[src/rtl/cic_pkg.sv]
package cic_pkg;

  // Bits needed to represent the gain (r*m)**n, rounded up.
  function automatic int growth_bits(input int n, input int r, input int m);
    longint g;
    int     b;
    g = 1;
    for (int i = 0; i < n; i++) g = g * r * m;
    b = 0;
    while ((longint'(1) << b) < g) b++;
    return b;
  endfunction

endpackage

[src/rtl/cic_integ.sv]
module cic_integ #(
  parameter int W = 24
) (
  input  logic                clk,
  input  logic                rst,
  input  logic                en,
  input  logic signed [W-1:0] din,
  output logic signed [W-1:0] acc
);

  // Two's-complement wraparound is intended; the combs undo it.
  always_ff @(posedge clk) begin
    if (rst)     acc <= '0;
    else if (en) acc <= acc + din;
  end


  integ_idle_hold_chk: assert property (@(posedge clk) disable iff (rst)
    !en |=> $stable(acc));

endmodule

[src/rtl/cic_downsample.sv]
module cic_downsample #(
  parameter int W = 24,
  parameter int R = 7
) (
  input  logic                clk,
  input  logic                rst,
  input  logic                in_valid,
  input  logic signed [W-1:0] din,
  output logic                dvalid,
  output logic signed [W-1:0] dout
);

  localparam int CW = (R > 1) ? $clog2(R) : 1;

  logic [CW-1:0] phase;

  always_ff @(posedge clk) begin
    if (rst) begin
      phase  <= '0;
      dvalid <= 1'b0;
      dout   <= '0;
    end else begin
      dvalid <= 1'b0;
      if (in_valid) begin
        if (phase == CW'(R - 1)) begin
          phase  <= '0;
          dvalid <= 1'b1;
          dout   <= din;
        end else begin
          phase <= phase + 1'b1;
        end
      end
    end
  end


  phase_range_chk: assert property (@(posedge clk) disable iff (rst)
    {1'b0, phase} < (CW+1)'(R));


  strobe_needs_input_chk: assert property (@(posedge clk) disable iff (rst)
    $rose(dvalid) |-> $past(in_valid));

endmodule

[src/rtl/cic_comb.sv]
module cic_comb #(
  parameter int W = 24,
  parameter int M = 1
) (
  input  logic                clk,
  input  logic                rst,
  input  logic                in_valid,
  input  logic signed [W-1:0] din,
  output logic                out_valid,
  output logic signed [W-1:0] dout
);

  logic signed [W-1:0] dly [M];

  always_ff @(posedge clk) begin
    if (rst) begin
      out_valid <= 1'b0;
      dout      <= '0;
      for (int k = 0; k < M; k++) dly[k] <= '0;
    end else begin
      out_valid <= in_valid;
      if (in_valid) begin
        dout   <= din - dly[M-1];
        dly[0] <= din;
        for (int k = 1; k < M; k++) dly[k] <= dly[k-1];
      end
    end
  end


  comb_stage_latency_chk: assert property (@(posedge clk) disable iff (rst)
    in_valid |=> out_valid);


  comb_hold_chk: assert property (@(posedge clk) disable iff (rst)
    !in_valid |=> $stable(dout));

endmodule

[src/rtl/cic_decim.sv]
module cic_decim #(
  parameter  int BIN = 12,
  parameter  int N   = 4,
  parameter  int R   = 7,
  parameter  int M   = 1,
  localparam int OW  = BIN + cic_pkg::growth_bits(N, R, M)
) (
  input  logic                  clk,
  input  logic                  rst,
  input  logic                  in_valid,
  input  logic signed [BIN-1:0] in_data,
  output logic                  out_valid,
  output logic signed [OW-1:0]  out_data
);

  // only differential delays of one or two decimated samples are built.
  if (M < 1 || M > 2) begin : g_bad_m
    $error("cic_decim: M must be 1 or 2");
  end

  logic signed [OW-1:0] integ [N+1];
  logic signed [OW-1:0] cdat  [N+1];
  logic                 cval  [N+1];

  assign integ[0] = {{(OW-BIN){in_data[BIN-1]}}, in_data};

  for (genvar i = 0; i < N; i++) begin : g_integ
    cic_integ #(.W(OW)) u_integ (
      .clk (clk),
      .rst (rst),
      .en  (in_valid),
      .din (integ[i]),
      .acc (integ[i+1])
    );
  end

  cic_downsample #(.W(OW), .R(R)) u_down (
    .clk      (clk),
    .rst      (rst),
    .in_valid (in_valid),
    .din      (integ[N]),
    .dvalid   (cval[0]),
    .dout     (cdat[0])
  );

  for (genvar j = 0; j < N; j++) begin : g_comb
    cic_comb #(.W(OW), .M(M)) u_comb (
      .clk       (clk),
      .rst       (rst),
      .in_valid  (cval[j]),
      .din       (cdat[j]),
      .out_valid (cval[j+1]),
      .dout      (cdat[j+1])
    );
  end

  assign out_valid = cval[N];
  assign out_data  = cdat[N];


  out_hold_chk: assert property (@(posedge clk) disable iff (rst)
    !$stable(out_data) |-> out_valid);

  if (R > 1) begin : g_gap_chk

    strobe_gap_chk: assert property (@(posedge clk) disable iff (rst)
      out_valid |=> !out_valid);
  end

endmodule

[config.mk]
export PLATFORM = sky130hd
export DESIGN_NAME = cic_decim
export DESIGN_NICKNAME = d
export VERILOG_FILES = /design/src/rtl/cic_pkg.sv /design/src/rtl/cic_integ.sv /design/src/rtl/cic_downsample.sv /design/src/rtl/cic_comb.sv /design/src/rtl/cic_decim.sv
export SDC_FILE = /design/constraint.sdc
export NUM_CORES = 1
export LEC_CHECK = 0
export BUFFER_PORTS_ARGS = -buffer_cell sky130_fd_sc_hd__buf_2
export CELL_PAD_IN_SITES_DETAIL_PLACEMENT = 1
export CELL_PAD_IN_SITES_GLOBAL_PLACEMENT = 1
export CORE_ASPECT_RATIO = 1.2
export CORE_MARGIN = 2
export CORE_UTILIZATION = 35
export CTS_BUF_LIST = sky130_fd_sc_hd__clkbuf_2
export CTS_CLUSTER_DIAMETER = 100
export DETAILED_ROUTE_END_ITERATION = 8
export PLACE_DENSITY = 0.59
export SETUP_SLACK_MARGIN = 0.2
export SYNTH_ARGS = -nofsm -noshare
export SYNTH_HDL_FRONTEND = slang
export SYNTH_HIERARCHICAL = 1
export SYNTH_SLANG_ARGS = --single-unit
[constraint.sdc]
create_clock -name clk -period 2.7 [get_ports clk]
set_input_delay 0 -clock clk [delete_from_list [all_inputs] [get_ports clk]]
set_output_delay 0 -clock clk [all_outputs]
set_load 0.03 [all_outputs]
==> summary.txt, run 1 <==
DR WL/cell -> 18.9 µm
Sw Share -> 33.2%
Max transition margin -> 24.2%
Post-synth top flop -> dfxtp_1
Final Max Slew Viols -> 0
Cell Pwr Density -> 446 nW/µm²
area of the die -> 64,100 µm²
Hold Crit Class -> in2reg
Worst Clk Skew -> 0.0957 ns
first-pass GRT wire length -> 111,000 µm
Internal Power -> 7580 µW
CP max stage cell -> a2111oi_4
CP Capture Type -> flip-flop
Fmax achieved -> 0.386 GHz
IO Pins -> 40
cts bufs inserted -> 90
total of warnings raised by yosys -> 6
mux cell area share after synthesis -> 2.42%
Max Buffers Root-to-Sink -> 3
worst hold margin -> 0.112 ns
Routed WL -> 68,300 µm
initial antenna violation count -> 2
Worst EP arrival -> 3.54 ns
CTS Sinks -> 320
minimum clock period -> 2.59 ns
RSZ-0062 raised after global routing -> true
setup violators final -> 0
num rows -> 100
register area share after synthesis -> 33.9%
vias in the first global route -> 21,100
most common cell after layout, fill and taps aside -> nand2_1
Post-synth EDFFs -> 96
CP max stage delay -> 0.42 ns
Clock Power Share -> 33.4%
Leak -> 0.0110 µW
Tcrit/Tclk final -> 95.8%
worst reg2reg setup slack -> 0.11 ns
layout cells sized above 1 -> 17.4%
clk slew on worst S/H paths -> 0.10 ns
Mean Syn Cell Area -> 8.60 µm²
CTS tree -> yes
Post-Synth Simple-Gate Area -> 18.4%
gr ovfl total -> 0
Layout area overhead -> 17.1%
DRT Pass-1 Iters -> 5
GR Util All Layers -> 21.1%
Peak VDD IR -> 266 µV
Die Width -> 232 µm
drt drc -> 0
Placer Congestion -> 0.846
Setup Total Neg Slack -> 0 ns
largest net degree at the start of global routing -> 42
main combinational cell family by area after synthesis -> compound AO/OA/AOI/OAI gates
adder-cell share of the synthesized area -> 11.3%
H-Tree Depth -> 3
crit path launch type -> flip-flop
most frequent cells in the layout -> nand2_1 (260), dfxtp_1 (210), a21oi_1 (205), inv_1 (170), ha_1 (164)
syn_nets -> 2,735
sw power -> 3770 µW
Synth Cell Area -> 21,700 µm²
Compound-Gate Fraction of Synth Area -> 25.9%
Cell variety after synth -> 75
Cells after Synth -> 2,528
vias after detailed routing -> 19,900
Gate power share -> 19.6%
core area -> 61,700 µm²
xor and xnor area share after synthesis -> 2.90%
maximum capacitance violations -> 0
Clk Latency, worst-skew pair -> 1.15 ns
Async S/R FF share, synth -> 0%
Worst Tran Pin Value -> 1.13 ns
cell breakdown of the critical path -> ha_2 -> fa_2 -> nor2b_4 -> o2111ai_4 -> a2111oi_4 -> buf_4 -> o311a_1 -> o21ai_1 -> a32o_1
Crit Path Category -> reg2reg
Die Ht -> 277 µm
Seq cells post-synth -> 320
status -> finished, final reports clean
Port Buffer Count -> 39
Worst EP required -> 3.65 ns
initial drt markers -> 708
fin nets -> 2,926
final hold vios -> 0
initial core utilization -> 35.2%
post-route ant nets -> 0
root buffer cell -> clkbuf_2
Seq pwr share -> 47.0%
routed vias/inst -> 5.52
Critical Path Fanout Max -> 3
Detail Placement HPWL -> 50,100 µm
[cell usage after synthesis (all sizes together) (12+ instances only)]
cell type | number | share of area [%]
nand2 | 264 | 4.6
a21oi | 239 | 5.8
dfxtp | 224 | 21
ha | 184 | 11
inv | 172 | 3.0
nor2 | 153 | 2.6
o21ai | 133 | 3.1
and2 | 104 | 3.0
a21o | 96 | 3.4
edfxtp | 96 | 13
clkbuf | 76 | 1.7
nand3 | 60 | 1.4
nor3 | 60 | 1.4
o21a | 52 | 1.8
mux2i | 48 | 2.2
xnor2 | 44 | 1.8
or3 | 40 | 1.2
nand4 | 36 | 1.0
a211oi | 28 | 1.1
xor2 | 28 | 1.1
a32o | 24 | 1.1
and3 | 24 | 0.69
o211ai | 24 | 0.83
a31oi | 16 | 0.46
o22ai | 16 | 0.46
o31a | 16 | 0.64
o31ai | 16 | 0.64
o32ai | 16 | 0.64
nand3b | 14 | 0.48
buf | 13 | 0.41
a2111oi | 12 | 0.74
a211o | 12 | 0.51
a31o | 12 | 0.48
and4 | 12 | 0.48
nor2b | 12 | 0.35
nor4 | 12 | 0.35
o2111a | 12 | 0.62
o311ai | 12 | 0.48
[repair_timing]
item / in CTS / in global routing
pin swaps: 33 / 95
hold buffers: 31 / 0
endpoints found under the hold margin: 297 / 0
endpoints found under the setup margin: 52 / 69
setup buffers: 16 / 23
resized for setup: 78 / 113
[layer usage]
metal,GRT usage [%],vias to the layer above,share of wire [%]
met4,7.22,0,2.6
li1,-,9773,-
met2,39.4,232,53
met1,24.5,9799,42
met5,0,-,0
met3,2.84,115,2.4
[worst max-delay path, delay by kind of cell (launching register included)]
| kind | cells | cell delay, ns |
|---|---|---|
| adder cells (fa/ha/maj) | 2 | 0.59 |
| AO/OA/AOI/OAI | 5 | 1.12 |
| buffers and inverters | 1 | 0.19 |
| flip-flops | 1 | 0.38 |
| AND/OR/NAND/NOR | 1 | 0.16 |
[state kept, by name, summed over array words and instances (netlist names)]
signal and cells:
g_integ.u_integ/acc 96, g_comb.u_comb/dly 96, g_comb.u_comb/out_valid 4, u_down/phase 3
u_down/dout 24, u_down/dvalid 1, g_comb.u_comb/dout 96
[cells by family after synthesis]
| kind of cell | Yosys count |
|---|---|
| AND/OR/NAND/NOR | 815 |
| AO/OA/AOI/OAI | 808 |
| flip-flops | 320 |
| buffers and inverters | 269 |
| adder cells (fa/ha/maj) | 192 |
| XOR/XNOR | 72 |
| multiplexers | 52 |
[final timing paths]
check / start / end / depth (start not counted)
worst min-delay path: in_data[5] / g_integ[0].u_integ/acc[5] / 6
worst max register to register: g_comb[1].u_comb/dly[0][0] / g_comb[1].u_comb/dout[18] / 9
worst max-delay path: g_comb[1].u_comb/dly[0][0] / g_comb[1].u_comb/dout[18] / 9
worst min register to register: g_comb[3].u_comb/dout[20] / g_comb[3].u_comb/dout[20] / 2
[power by group through the flow]
| stage | logic (µW) | clock network (µW) | registers (µW) |
|---|---|---|---|
| 2_1_floorplan | 1540 | 0 | 5360 |
| 3_3_place_gp | 1950 | 0 | 5450 |
| 3_5_place_dp | 2010 | 0 | 5450 |
| 4_1_cts | 2150 | 4010 | 5340 |
| 5_1_grt | 2490 | 4270 | 5370 |
| 6_report | 2220 | 3790 | 5340 |
[per-stage QoR]
stage	power, µW	util (%)	instances	setup WS (ns)	area [µm²]
3_5_place_dp	7460	37.5	3373	-0.0165	23100
5_1_grt	12100	41.3	3608	0.0236	25500
2_1_floorplan	6900	-	2528	0.231	21700
4_1_cts	11500	40.3	3583	0.144	24800
6_report	11400	41.3	3609	0.112	25500
3_3_place_gp	7400	37.5	3373	0.00643	23100
[cell type report]
class / instances / area, µm²
antenna: 3 / 7.51
timing repair buffer: 188 / 1440
clock inverter: 30 / 195
inverter: 180 / 676
fill: 7307 / 36200
sequential: 320 / 7400
multi-input combinational: 1939 / 14100
tap: 816 / 1020
clock buffer: 133 / 666
Power figures use the tool's default switching activity.
==> run 2, diff against run 1 <==
--- a/config.mk
+++ b/config.mk
@@ -5,7 +5,7 @@
 export SDC_FILE = /design/constraint.sdc
 export NUM_CORES = 1
 export LEC_CHECK = 0
-export BUFFER_PORTS_ARGS = -buffer_cell sky130_fd_sc_hd__buf_2
+export BUFFER_PORTS_ARGS = -buffer_cell sky130_fd_sc_hd__buf_4
 export CELL_PAD_IN_SITES_DETAIL_PLACEMENT = 1
 export CELL_PAD_IN_SITES_GLOBAL_PLACEMENT = 1
 export CORE_ASPECT_RATIO = 1.2
==> summary.txt, run 2 (synthesis gave the netlist of run 1 again) <==
worst r2r src -> g_comb[0].u_comb/dly[0][0]
clk slew on worst S/H paths -> 0.10 ns (about the same)
CP Capture Type -> flip-flop
Max Buffers Root-to-Sink -> 3 (unchanged)
setup slack after layout -> 0.0487 ns (-0.0636 ns)
minimum clock period -> 2.65 ns (+0.0636 ns)
cts bufs inserted -> 93 (+3.3%)
drt drc -> 0 (unchanged)
initial antenna violation count -> 3 (+1)
worst r2r dst -> g_comb[0].u_comb/dout[18]
Layout area overhead -> 19.0%
Worst EP required -> 3.62 ns (-0.03 ns)
Cell Pwr Density -> 444 nW/µm² (-0.34%)
Tcrit/Tclk final -> 98.2% (+2.4 points)
final hold vios -> 0 (unchanged)
hold endpoint -> g_integ[0].u_integ/acc[9]
worst reg2reg setup slack -> 0.05 ns (-0.06 ns)
area of the die -> 64,100 µm² (unchanged)
Hold Crit Class -> in2reg
Die Width -> 232 µm (unchanged)
fin util -> 41.9% (+0.64 points)
DRT Pass-1 Iters -> 5 (unchanged)
initial drt markers -> 774 (+9.3%)
core area -> 61,700 µm² (unchanged)
CTS Sinks -> 320 (unchanged)
Port Buffer Count -> 39 (unchanged)
r2r worst-path depth -> 9 (unchanged)
Hold Path Stages -> 6 (unchanged)
status -> finished, final reports clean
worst hold margin -> 0.156 ns (+0.0437 ns)
layout cells sized above 1 -> 18.8% (+1.5 points)
vias after detailed routing -> 20,000 (+0.46%)
Hold Startpoint -> in_data[8]
Post-Place Worst Slack -> -0.0803 ns (-0.0638 ns)
DR WL/cell -> 18.7 µm (-0.98%)
most frequent cells in the layout -> nand2_1 (258), dfxtp_1 (209), a21oi_1 (206), buf_4 (170), inv_1 (168)
initial core utilization -> 35.2% (unchanged)
Crit Path Category -> reg2reg
Routed WL -> 68,200 µm (-0.18%)
Worst Tran Pin Value -> 1.15 ns (+0.0175 ns)
Worst EP arrival -> 3.57 ns (+0.03 ns)
Critical Path Fanout Max -> 3 (unchanged)
Leak -> 0.0111 µW (+1.2%)
largest net degree at the start of global routing -> 32 (-24%)
most common cell after layout, fill and taps aside -> nand2_1
area of the multi-input gates -> 14,200 µm² (+1.0%)
setup violators final -> 0 (unchanged)
Layout fillers -> 7,254 (-0.73%)
Peak VDD IR -> 282 µV (+6.4%)
Die Ht -> 277 µm (unchanged)
top flop regs -> g_comb.u_comb/dly: 96 flops, g_comb.u_comb/dout: 96 flops, g_integ.u_integ/acc: 96 flops
routed vias/inst -> 5.50 (-0.34%)
Placer Congestion -> 0.840 (-0.71%)
Detail Placement HPWL -> 50,300 µm (+0.23%)
Register Area -> 7400 µm² (about the same)
H-Tree Depth -> 3 (unchanged)
Total Power -> 11,500 µW (+1.2%)
Fmax achieved -> 0.377 GHz (-2.4%)
fin nets -> 2,948 (+0.75%)
CTS tree -> yes
RSZ-0062 raised after global routing -> true
num rows -> 100 (unchanged)
crit path launch type -> flip-flop
maximum capacitance violations -> 0 (unchanged)
Max transition margin -> 23.0% (-1.2 points)
gr ovfl total -> 0 (unchanged)
post-route ant nets -> 0 (unchanged)
Final Max Slew Viols -> 0 (unchanged)
IO Pins -> 40 (unchanged)
GR Util All Layers -> 21.0% (-0.17 points)
root buffer cell -> clkbuf_2
Worst Clk Skew -> 0.0924 ns (-0.00328 ns)
Setup Total Neg Slack -> 0 ns (unchanged)
first-pass GRT wire length -> 111,000 µm (about the same)
Clk Latency, worst-skew pair -> 1.11 ns (-0.04 ns)
vias in the first global route -> 21,300 (+1.0%)
==> run 2: cell count changes in the layout (fill, tap and decap cells not counted), moves of 3 or more <==
cell and delta:
buf_4 +53, o311ai_4 +3, o21ai_2 +6, buf_12 -3, buf_2 -37, buf_6 +5
inv_2 +4, o21ai_0 -5, clkbuf_2 +10
==> run 2: cell type report <==
type,instances,area share (%)
clock buffer,143,2.77
sequential,320,28.6
inverter,180,2.61
multi-input combinational,1939,55.0
antenna,5,0.0484
timing repair buffer,207,6.39
tap,816,3.95
clock inverter,28,0.668
==> run 2: power by group <==
part / internal, µW / leakage (µW) / switching, µW / total, µW
Clock: 1610 / 0.000681 / 2280 / 3890
Combinational: 941 / 0.00762 / 1320 / 2260
Sequential: 5140 / 0.00281 / 208 / 5350
Total: 7680 / 0.0111 / 3810 / 11500
==> run 2: critical path, cell delays in order, from the launching register on <==
cell	delay, ns
edfxtp_1	0.44
ha_4	0.20
fa_2	0.38
nor2b_4	0.15
o2111ai_4	0.21
a2111oi_4	0.43
buf_4	0.19
o311a_4	0.19
o21ai_2	0.06
a32o_1	0.25
==> run 2: timing repair <==
action	4_1_cts	5_1_grt
buffers inserted	15	29
pin swaps	32	98
hold buffers	31	0
resized for setup	63	167
endpoints found under the setup margin	52	70
endpoints found under the hold margin	331	0
==> run 2: worst max-delay path by stage <==
| stage | from | to | slack (ns) | cells past startpoint |
|---|---|---|---|---|
| final | g_comb[0].u_comb/dly[0][0] | g_comb[0].u_comb/dout[18] | 0.05 | 9 |
| after global routing | g_comb[0].u_comb/dly[0][0] | g_comb[0].u_comb/dout[18] | -0.04 | 9 |
| after CTS | g_comb[0].u_comb/dout[0] | g_comb[1].u_comb/dout[16] | 0.09 | 10 |
| after detailed placement | u_down/dout[0] | g_comb[0].u_comb/dout[18] | -0.08 | 10 |
| after global placement | g_comb[0].u_comb/dout[0] | g_comb[1].u_comb/dout[18] | -0.05 | 10 |
| after floorplan | g_comb[2].u_comb/dout[0] | g_comb[3].u_comb/dout[18] | 0.23 | 9 |
==> run 2: through the flow <==
stage | cells | instance area (µm²)
after CTS | 3604 | 24900
after floorplan | 2528 | 21700
after global routing | 3635 | 25900
final | 3638 | 25900
after detailed placement | 3387 | 23300
after global placement | 3387 | 23300
==> run 2: layer usage <==
layer / global-route usage, % / share of wire (%) / vias up
met5: 0 / 0 / -
met1: 24.6 / 43 / 9853
met4: 7.33 / 2.7 / 0
met3: 3.06 / 2.6 / 126
li1: - / - / 9811
met2: 38.4 / 52 / 221
